File: src/rtl/irq_route_pkg.sv
// Shared field positions, write masks and delivery-mode codes for the
// interrupt redirection table. Field positions are fixed because the
// processor side and software decode them.
package irq_route_pkg;
    localparam int ENTRY_W   = 64;
    localparam int VEC_LSB   = 0;
    localparam int MODE_LSB  = 8;
    localparam int DSTM_BIT  = 11;
    localparam int STAT_BIT  = 12;
    localparam int POL_BIT   = 13;
    localparam int RREQ_BIT  = 14;
    localparam int TRIG_BIT  = 15;
    localparam int MASK_BIT  = 16;
    localparam int DEST_LSB  = 56;

    // writable bits of each 32-bit half
    localparam logic [31:0] LO_WMASK = 32'h0001_AFFF;
    localparam logic [31:0] HI_WMASK = 32'hFFFF_0000;
    localparam logic [31:0] LO_RESET = 32'h0001_0000;

    typedef enum logic [2:0] {
        DM_FIXED  = 3'b000,
        DM_LOWPRI = 3'b001,
        DM_SMGMT  = 3'b010,
        DM_RSV3   = 3'b011,
        DM_NMASK  = 3'b100,
        DM_INIT   = 3'b101,
        DM_RSV6   = 3'b110,
        DM_EXTERN = 3'b111
    } dmode_e;
endpackage

File: src/rtl/irq_entry_store.sv
// Holds the programmable table entries and applies 32-bit writes.
// Assumes: cfg_index addresses a half-entry (bit 0 picks the half).
// Read-only and reserved bits are never stored, so they stay zero.
module irq_entry_store
    import irq_route_pkg::*;
#(
    parameter int NUM_LINES = 24,
    parameter int IDX_W     = 6
) (
    input  logic                              clk,
    input  logic                              rst_n,
    input  logic                              cfg_wr,
    input  logic [IDX_W-1:0]                  cfg_index,
    input  logic [31:0]                       cfg_wdata,
    output logic [NUM_LINES-1:0][ENTRY_W-1:0] entries
);
    localparam int LINE_W = IDX_W - 1;

    logic [LINE_W-1:0] wr_line;
    assign wr_line = cfg_index[IDX_W-1:1];

    for (genvar g = 0; g < NUM_LINES; g++) begin : g_ent
        // Update one entry's halves on a write that addresses it.
        always_ff @(posedge clk) begin
            if (!rst_n) begin
                entries[g] <= {32'h0, LO_RESET};
            end else if (cfg_wr && wr_line == LINE_W'(g)) begin
                if (cfg_index[0])
                    entries[g][63:32] <= cfg_wdata & HI_WMASK;
                else
                    entries[g][31:0]  <= cfg_wdata & LO_WMASK;
            end
        end
    end
endmodule

File: src/rtl/irq_line_cond.sv
// Per-line conditioning: polarity, edge detect, delivery status and the
// remote-request flag of level-sensed entries.
// Assumes: irq_in is synchronous to clk; accept is high for one cycle when
// the processor side takes this line's request.
module irq_line_cond (
    input  logic       clk,
    input  logic       rst_n,
    input  logic       irq_in,
    input  logic       pol_high,
    input  logic       trig_edge,
    input  logic       mask,
    input  logic [7:0] vector,
    input  logic       eoi_valid,
    input  logic [7:0] eoi_vector,
    input  logic       accept,
    output logic       status,
    output logic       remote,
    output logic       cand
);
    logic active, prev_q, edge_now, eoi_hit;

    assign active   = pol_high ? irq_in : ~irq_in;
    assign edge_now = active & ~prev_q;
    assign eoi_hit  = eoi_valid && (eoi_vector == vector);
    assign cand     = status & ~mask;

    // Remember last conditioned level for edge detection.
    always_ff @(posedge clk) begin
        if (!rst_n) prev_q <= 1'b0;
        else        prev_q <= active;
    end

    // Delivery status: latched edge, or live level gated by mask and remote.
    always_ff @(posedge clk) begin
        if (!rst_n)
            status <= 1'b0;
        else if (trig_edge)
            status <= (status & ~accept) | (edge_now & ~mask);
        else
            status <= active & ~mask & ~remote & ~accept;
    end

    // Remote-request flag: set on level acceptance, cleared by matching EOI.
    always_ff @(posedge clk) begin
        if (!rst_n)                  remote <= 1'b0;
        else if (accept && !trig_edge) remote <= 1'b1;
        else if (eoi_hit)            remote <= 1'b0;
    end


    edge_accept_clr_chk: assert property (@(posedge clk) disable iff (!rst_n)
        (trig_edge && accept && !edge_now) |=> !status);

    masked_edge_drop_chk: assert property (@(posedge clk) disable iff (!rst_n)
        (trig_edge && mask && !status) |=> !status);

    level_accept_remote_chk: assert property (@(posedge clk) disable iff (!rst_n)
        (accept && !trig_edge) |=> remote);

    remote_blocks_chk: assert property (@(posedge clk) disable iff (!rst_n)
        (!trig_edge && remote && !eoi_hit) |=> !status);
endmodule

File: src/rtl/irq_prio_pick.sv
// Picks the lowest-numbered candidate line and reports its index.
// Assumes: at most NUM_LINES candidates; grant is one-hot or zero.
module irq_prio_pick #(
    parameter int NUM_LINES = 24,
    parameter int LINE_W    = 5
) (
    input  logic                 clk,
    input  logic                 rst_n,
    input  logic [NUM_LINES-1:0] cand,
    output logic [NUM_LINES-1:0] grant,
    output logic [LINE_W-1:0]    idx,
    output logic                 any
);
    // Scan from the top down so the lowest set index wins.
    always_comb begin
        idx = '0;
        for (int i = NUM_LINES - 1; i >= 0; i--)
            if (cand[i]) idx = LINE_W'(i);
        any   = |cand;
        grant = any ? (NUM_LINES'(1) << idx) : '0;
    end


    grant_onehot_chk: assert property (@(posedge clk) disable iff (!rst_n)
        $onehot0(grant));

    lowest_first_chk: assert property (@(posedge clk) disable iff (!rst_n)
        any |-> ((cand & ((NUM_LINES'(1) << idx) - NUM_LINES'(1))) == '0));
endmodule

File: src/rtl/irq_route_table.sv
// Top of the interrupt redirection table: table storage, per-line
// conditioning, lowest-index selection, request port and readback.
// Assumes: synchronous inputs; request is combinational from registered
// state and may be withdrawn if its line is masked before acceptance.
module irq_route_table
    import irq_route_pkg::*;
#(
    parameter int NUM_LINES = 24,
    localparam int LINE_W   = $clog2(NUM_LINES),
    localparam int IDX_W    = LINE_W + 1
) (
    input  logic                 clk,
    input  logic                 rst_n,
    input  logic [NUM_LINES-1:0] irq_in,
    input  logic                 cfg_wr,
    input  logic [IDX_W-1:0]     cfg_index,
    input  logic [31:0]          cfg_wdata,
    output logic [31:0]          cfg_rdata,
    output logic                 req_valid,
    input  logic                 req_ready,
    output logic [7:0]           req_vector,
    output logic [2:0]           req_mode,
    output logic                 req_dest_mode,
    output logic [7:0]           req_dest,
    input  logic                 eoi_valid,
    input  logic [7:0]           eoi_vector
);
    logic [NUM_LINES-1:0][ENTRY_W-1:0] entries;
    logic [NUM_LINES-1:0] status, remote, cand, grant, accept;
    logic [LINE_W-1:0]    sel;
    logic                 any;
    logic [LINE_W-1:0]    rd_line;

    irq_entry_store #(.NUM_LINES(NUM_LINES), .IDX_W(IDX_W)) u_store (
        .clk(clk), .rst_n(rst_n), .cfg_wr(cfg_wr), .cfg_index(cfg_index),
        .cfg_wdata(cfg_wdata), .entries(entries)
    );

    for (genvar g = 0; g < NUM_LINES; g++) begin : g_line
        irq_line_cond u_cond (
            .clk(clk), .rst_n(rst_n), .irq_in(irq_in[g]),
            .pol_high(entries[g][POL_BIT]), .trig_edge(entries[g][TRIG_BIT]),
            .mask(entries[g][MASK_BIT]), .vector(entries[g][VEC_LSB +: 8]),
            .eoi_valid(eoi_valid), .eoi_vector(eoi_vector),
            .accept(accept[g]), .status(status[g]), .remote(remote[g]),
            .cand(cand[g])
        );
    end

    irq_prio_pick #(.NUM_LINES(NUM_LINES), .LINE_W(LINE_W)) u_pick (
        .clk(clk), .rst_n(rst_n), .cand(cand), .grant(grant),
        .idx(sel), .any(any)
    );

    // Drive the request port from the selected entry.
    always_comb begin
        req_valid     = any;
        req_vector    = entries[sel][VEC_LSB +: 8];
        req_mode      = entries[sel][MODE_LSB +: 3];
        req_dest_mode = entries[sel][DSTM_BIT];
        req_dest      = entries[sel][DEST_LSB +: 8];
        accept        = grant & {NUM_LINES{req_valid & req_ready}};
    end

    // Return the addressed half with live status and remote bits overlaid.
    assign rd_line = cfg_index[IDX_W-1:1];
    always_comb begin
        cfg_rdata = '0;
        if (rd_line < LINE_W'(NUM_LINES)) begin
            if (cfg_index[0])
                cfg_rdata = entries[rd_line][63:32];
            else
                cfg_rdata = entries[rd_line][31:0]
                          | (32'(status[rd_line]) << STAT_BIT)
                          | (32'(remote[rd_line]) << RREQ_BIT);
        end
    end


    single_accept_chk: assert property (@(posedge clk) disable iff (!rst_n)
        $onehot0(accept));

    no_masked_req_chk: assert property (@(posedge clk) disable iff (!rst_n)
        req_valid |-> !entries[sel][MASK_BIT]);
endmodule

File: config.mk
export PLATFORM = sky130hd
export DESIGN_NAME = irq_route_table
export DESIGN_NICKNAME = d
export VERILOG_FILES = /design/src/rtl/irq_route_pkg.sv /design/src/rtl/irq_entry_store.sv /design/src/rtl/irq_line_cond.sv /design/src/rtl/irq_prio_pick.sv /design/src/rtl/irq_route_table.sv
export SDC_FILE = /design/constraint.sdc
export NUM_CORES = 2
export LEC_CHECK = 0
export BUFFER_PORTS_ARGS = -buffer_cell sky130_fd_sc_hd__buf_4
export CORE_MARGIN = 2
export CORE_UTILIZATION = 50
export CTS_BUF_LIST = sky130_fd_sc_hd__clkbuf_8
export CTS_CLUSTER_SIZE = 28
export DETAILED_ROUTE_END_ITERATION = 8
export PLACE_DENSITY = 0.77
export REMOVE_ABC_BUFFERS = 1
export SYNTH_ARGS = -nofsm -noshare
export SYNTH_HDL_FRONTEND = slang
export SYNTH_SLANG_ARGS = --single-unit
export TNS_END_PERCENT = 30
File: constraint.sdc
create_clock -name clk -period 4.75 [get_ports clk]
set_input_delay 0.95 -clock clk [delete_from_list [all_inputs] [get_ports clk]]
set_output_delay 0.95 -clock clk [all_outputs]
set_load 0.05 [all_outputs]
==> results.toml <==
[critical_path]
r2r_start = "u_store.entries[208]"
worstPathRequired_ps = 3800
cp.arrival_ps = 4160
cp-end-kind = "primary output"
start_kind = "register"
crit_start = "g_line[20].u_cond.status"
crit_path_max_fanout = 5
path_class = "reg2out"

[placed_design]
port_buffers = 125
dp_slack_ps = 334
dp.final_hpwl_um = 93100
place_congestion = 1.00

[floorplan]
dieArea_um2 = 85200
core_um2 = 82100
io_pins = 128
die_w_um = 292
start_util_pct = 50.5
die_y_um = 292
num_rows = 105

[yosys]
ys_ff_latch = 816
synthTopCellsByCount = "nand2_1, dfxtp_1, a21oi_1"
yosysTopAreaCellShare_pct = 39.4
postSynthCellCount = 5066
synth_area_leaders = "dfxtp_1, nand2_1, mux4_2"
synth_top_area_cell = "dfxtp_1"
ys_types = 66
synth.most_common_cell = "nand2_1"
synth_area_um2 = 41400
async_flop_share_pct = 0
ys.flop_type = "dfxtp_1"
avgSynthCellArea_um2 = 8.18
yosys_warnings = 0
ys_seq_area_share_pct = 39.4
synth_edf_count = 0

[timing]
fin_skew_ps = 26.1
setup_viol = 20
fin_ws_ps = -361
setup_tns_ps = -4850
final_max_slew_viol_count = 0
period_needed_ps = 5110
hold_viol = 0
timing.final.crit_share_pct = 108
whs_ps = 415
slew_headroom_pct = 16.6
max_freq_mhz = 196
grt_setup_unrepaired = "yes"
worstMarginPinSlew_ps = 1240

[routing]
drt_iter0_drc = 5672
drcViolationCount = 0
wl_met2_um = 66100
dr_total_vias = 40233
drt_first_pass_iters = 7
vias_per_cell = 6.41
wl_met3_um = 20400
ant_nets = 0
routedWlPerCell_um = 24.0
top_layer_used = "met5"
met1Wirelength_um = 52700
routed_wl_um = 151000

[clock_network]
clkLatencyLatePin_ps = 830
clock_tree.htree_level_count = 4
clockBufferDepth = 3
clk_root_buffer_cell = "clkbuf_8"
clkTransAtPathRegs_ps = 60
tritoncts = "yes"
cts_sinks = 816
hold_buffers = 0
cts_buffers = 133

[global_route]
grt-ovfl-total = 0
track_usage_pct = 34.2
grt_max_degree = 135
grt_first_pass_wirelength_um = 225000
grt_pass1_vias = 38012
antenna_found_initial = 5

[pwr]
leakage_nw = 17.0
cellPowerDensity_nw_per_um2 = 300
ir_drop_v = 0.000297
power_mw = 14.2

[outcome]
status = "finished, violations left"
violations = "setup timing"

[layout]
nNetsFinal = 5171
layout-drive-gt1-share_pct = 16.9
area_growth_syn_to_layout_pct = 14.6

[min_path]
hold_start = "irq_in[8]"
hp-class = "in2reg"

[flow_run]
drv_cap = 0
-- path summary, 6_finish.rpt --
kind	to	slack [ps]	depth (start not counted)
worst max register to register	g_line[21].u_cond.status	1160	13
worst max-delay path	req_dest_mode	-360	13
worst min register to register	u_store.entries[694]	450	2
worst min-delay path	g_line[8].u_cond.prev_q	420	3
-- stage by stage --
step	instance area (um^2)	utilization (%)	cells
finish	47500	57.8	6273
floorplan	39700	-	4641
global route	47500	57.8	6273
global placement	43700	53.2	5999
detailed placement	43700	53.2	5999
CTS	47000	57.3	6255
-- cell usage in the layout (no fill, tap or decap), types with 25 or more instances in the layout --
| master | instances |
|---|---|
| buf_12 | 33 |
| nand4_1 | 35 |
| and2_1 | 25 |
| nand2_1 | 1676 |
| nor4_1 | 40 |
| a221oi_1 | 61 |
| o21ai_0 | 65 |
| mux4_2 | 231 |
| mux2i_1 | 92 |
| dfxtp_1 | 804 |
| o221ai_1 | 32 |
| a21oi_1 | 757 |
| inv_1 | 37 |
| xnor2_1 | 32 |
| clkbuf_8 | 171 |
| buf_4 | 249 |
| nor3_1 | 61 |
| nor2_1 | 184 |
| xor2_1 | 184 |
| a31oi_1 | 39 |
| nand3_1 | 41 |
-- kinds of logic (layout without fill, tap and decap cells) --
logic type      after synthesis  in the layout  synth area share, %
simple gates               2163           2163                 21.2
compound gates             1100           1102                 15.3
mux                         343            343                 15.3
flops                       816            816                 39.4
xor+xnor                    216            216                 4.56
other cells                   0              3                    0
buf+inv                     428            560                 4.14
-- worst max-delay path: stages (launching register included) --
cell and delay, ps:
dfxtp_1 370, nor2b_4 200, nor2b_2 180, nor3_2 90, o41a_1 390, o21a_4 270, nor2_4 110, buf_12 150
buf_12 140, mux2_4 310, a221oi_2 240, a211o_1 230, nand4_1 360, buf_6 300
-- timing repair --
item | in CTS | in global routing
resized for setup | 69 | 71
setup buffers | 11 | 12
pin swaps | 15 | 21
gates cloned | 7 | 3
setup endpoints to repair | 20 | 20
-- layout make-up --
cell class                      instances  area (um^2)
Multi-Input combinational cell       3824        23900
Inverter                                3         18.8
Timing Repair Buffer                  318         3110
Sequential cell                       816        16400
Tap cell                             1070         1340
Clock inverter                         68          405
Antenna cell                            3         7.51
Clock buffer                          171         2350
Fill cell                            7001        34600
-- report_power, final --
group	leakage, nW	switching [mW]	internal [mW]
clock network	1.57	3.06	3.37
logic	8.86	0.612	0.274
registers	6.58	0.0271	6.88
-- flip-flops by register name, indices dropped and copies added (netlist names) --
signal,count
u_store.entries,744
g_line.u_cond.prev_q,24
g_line.u_cond.remote,24
g_line.u_cond.status,24
-- routing by layer --
metal	GRT usage, %	vias up
met5	0	-
met4	24.9	2
met3	8.59	700
met2	51.3	3090
met1	42.9	18794
li1	-	17647
Note: power is estimated with default switching activity, not from simulation.
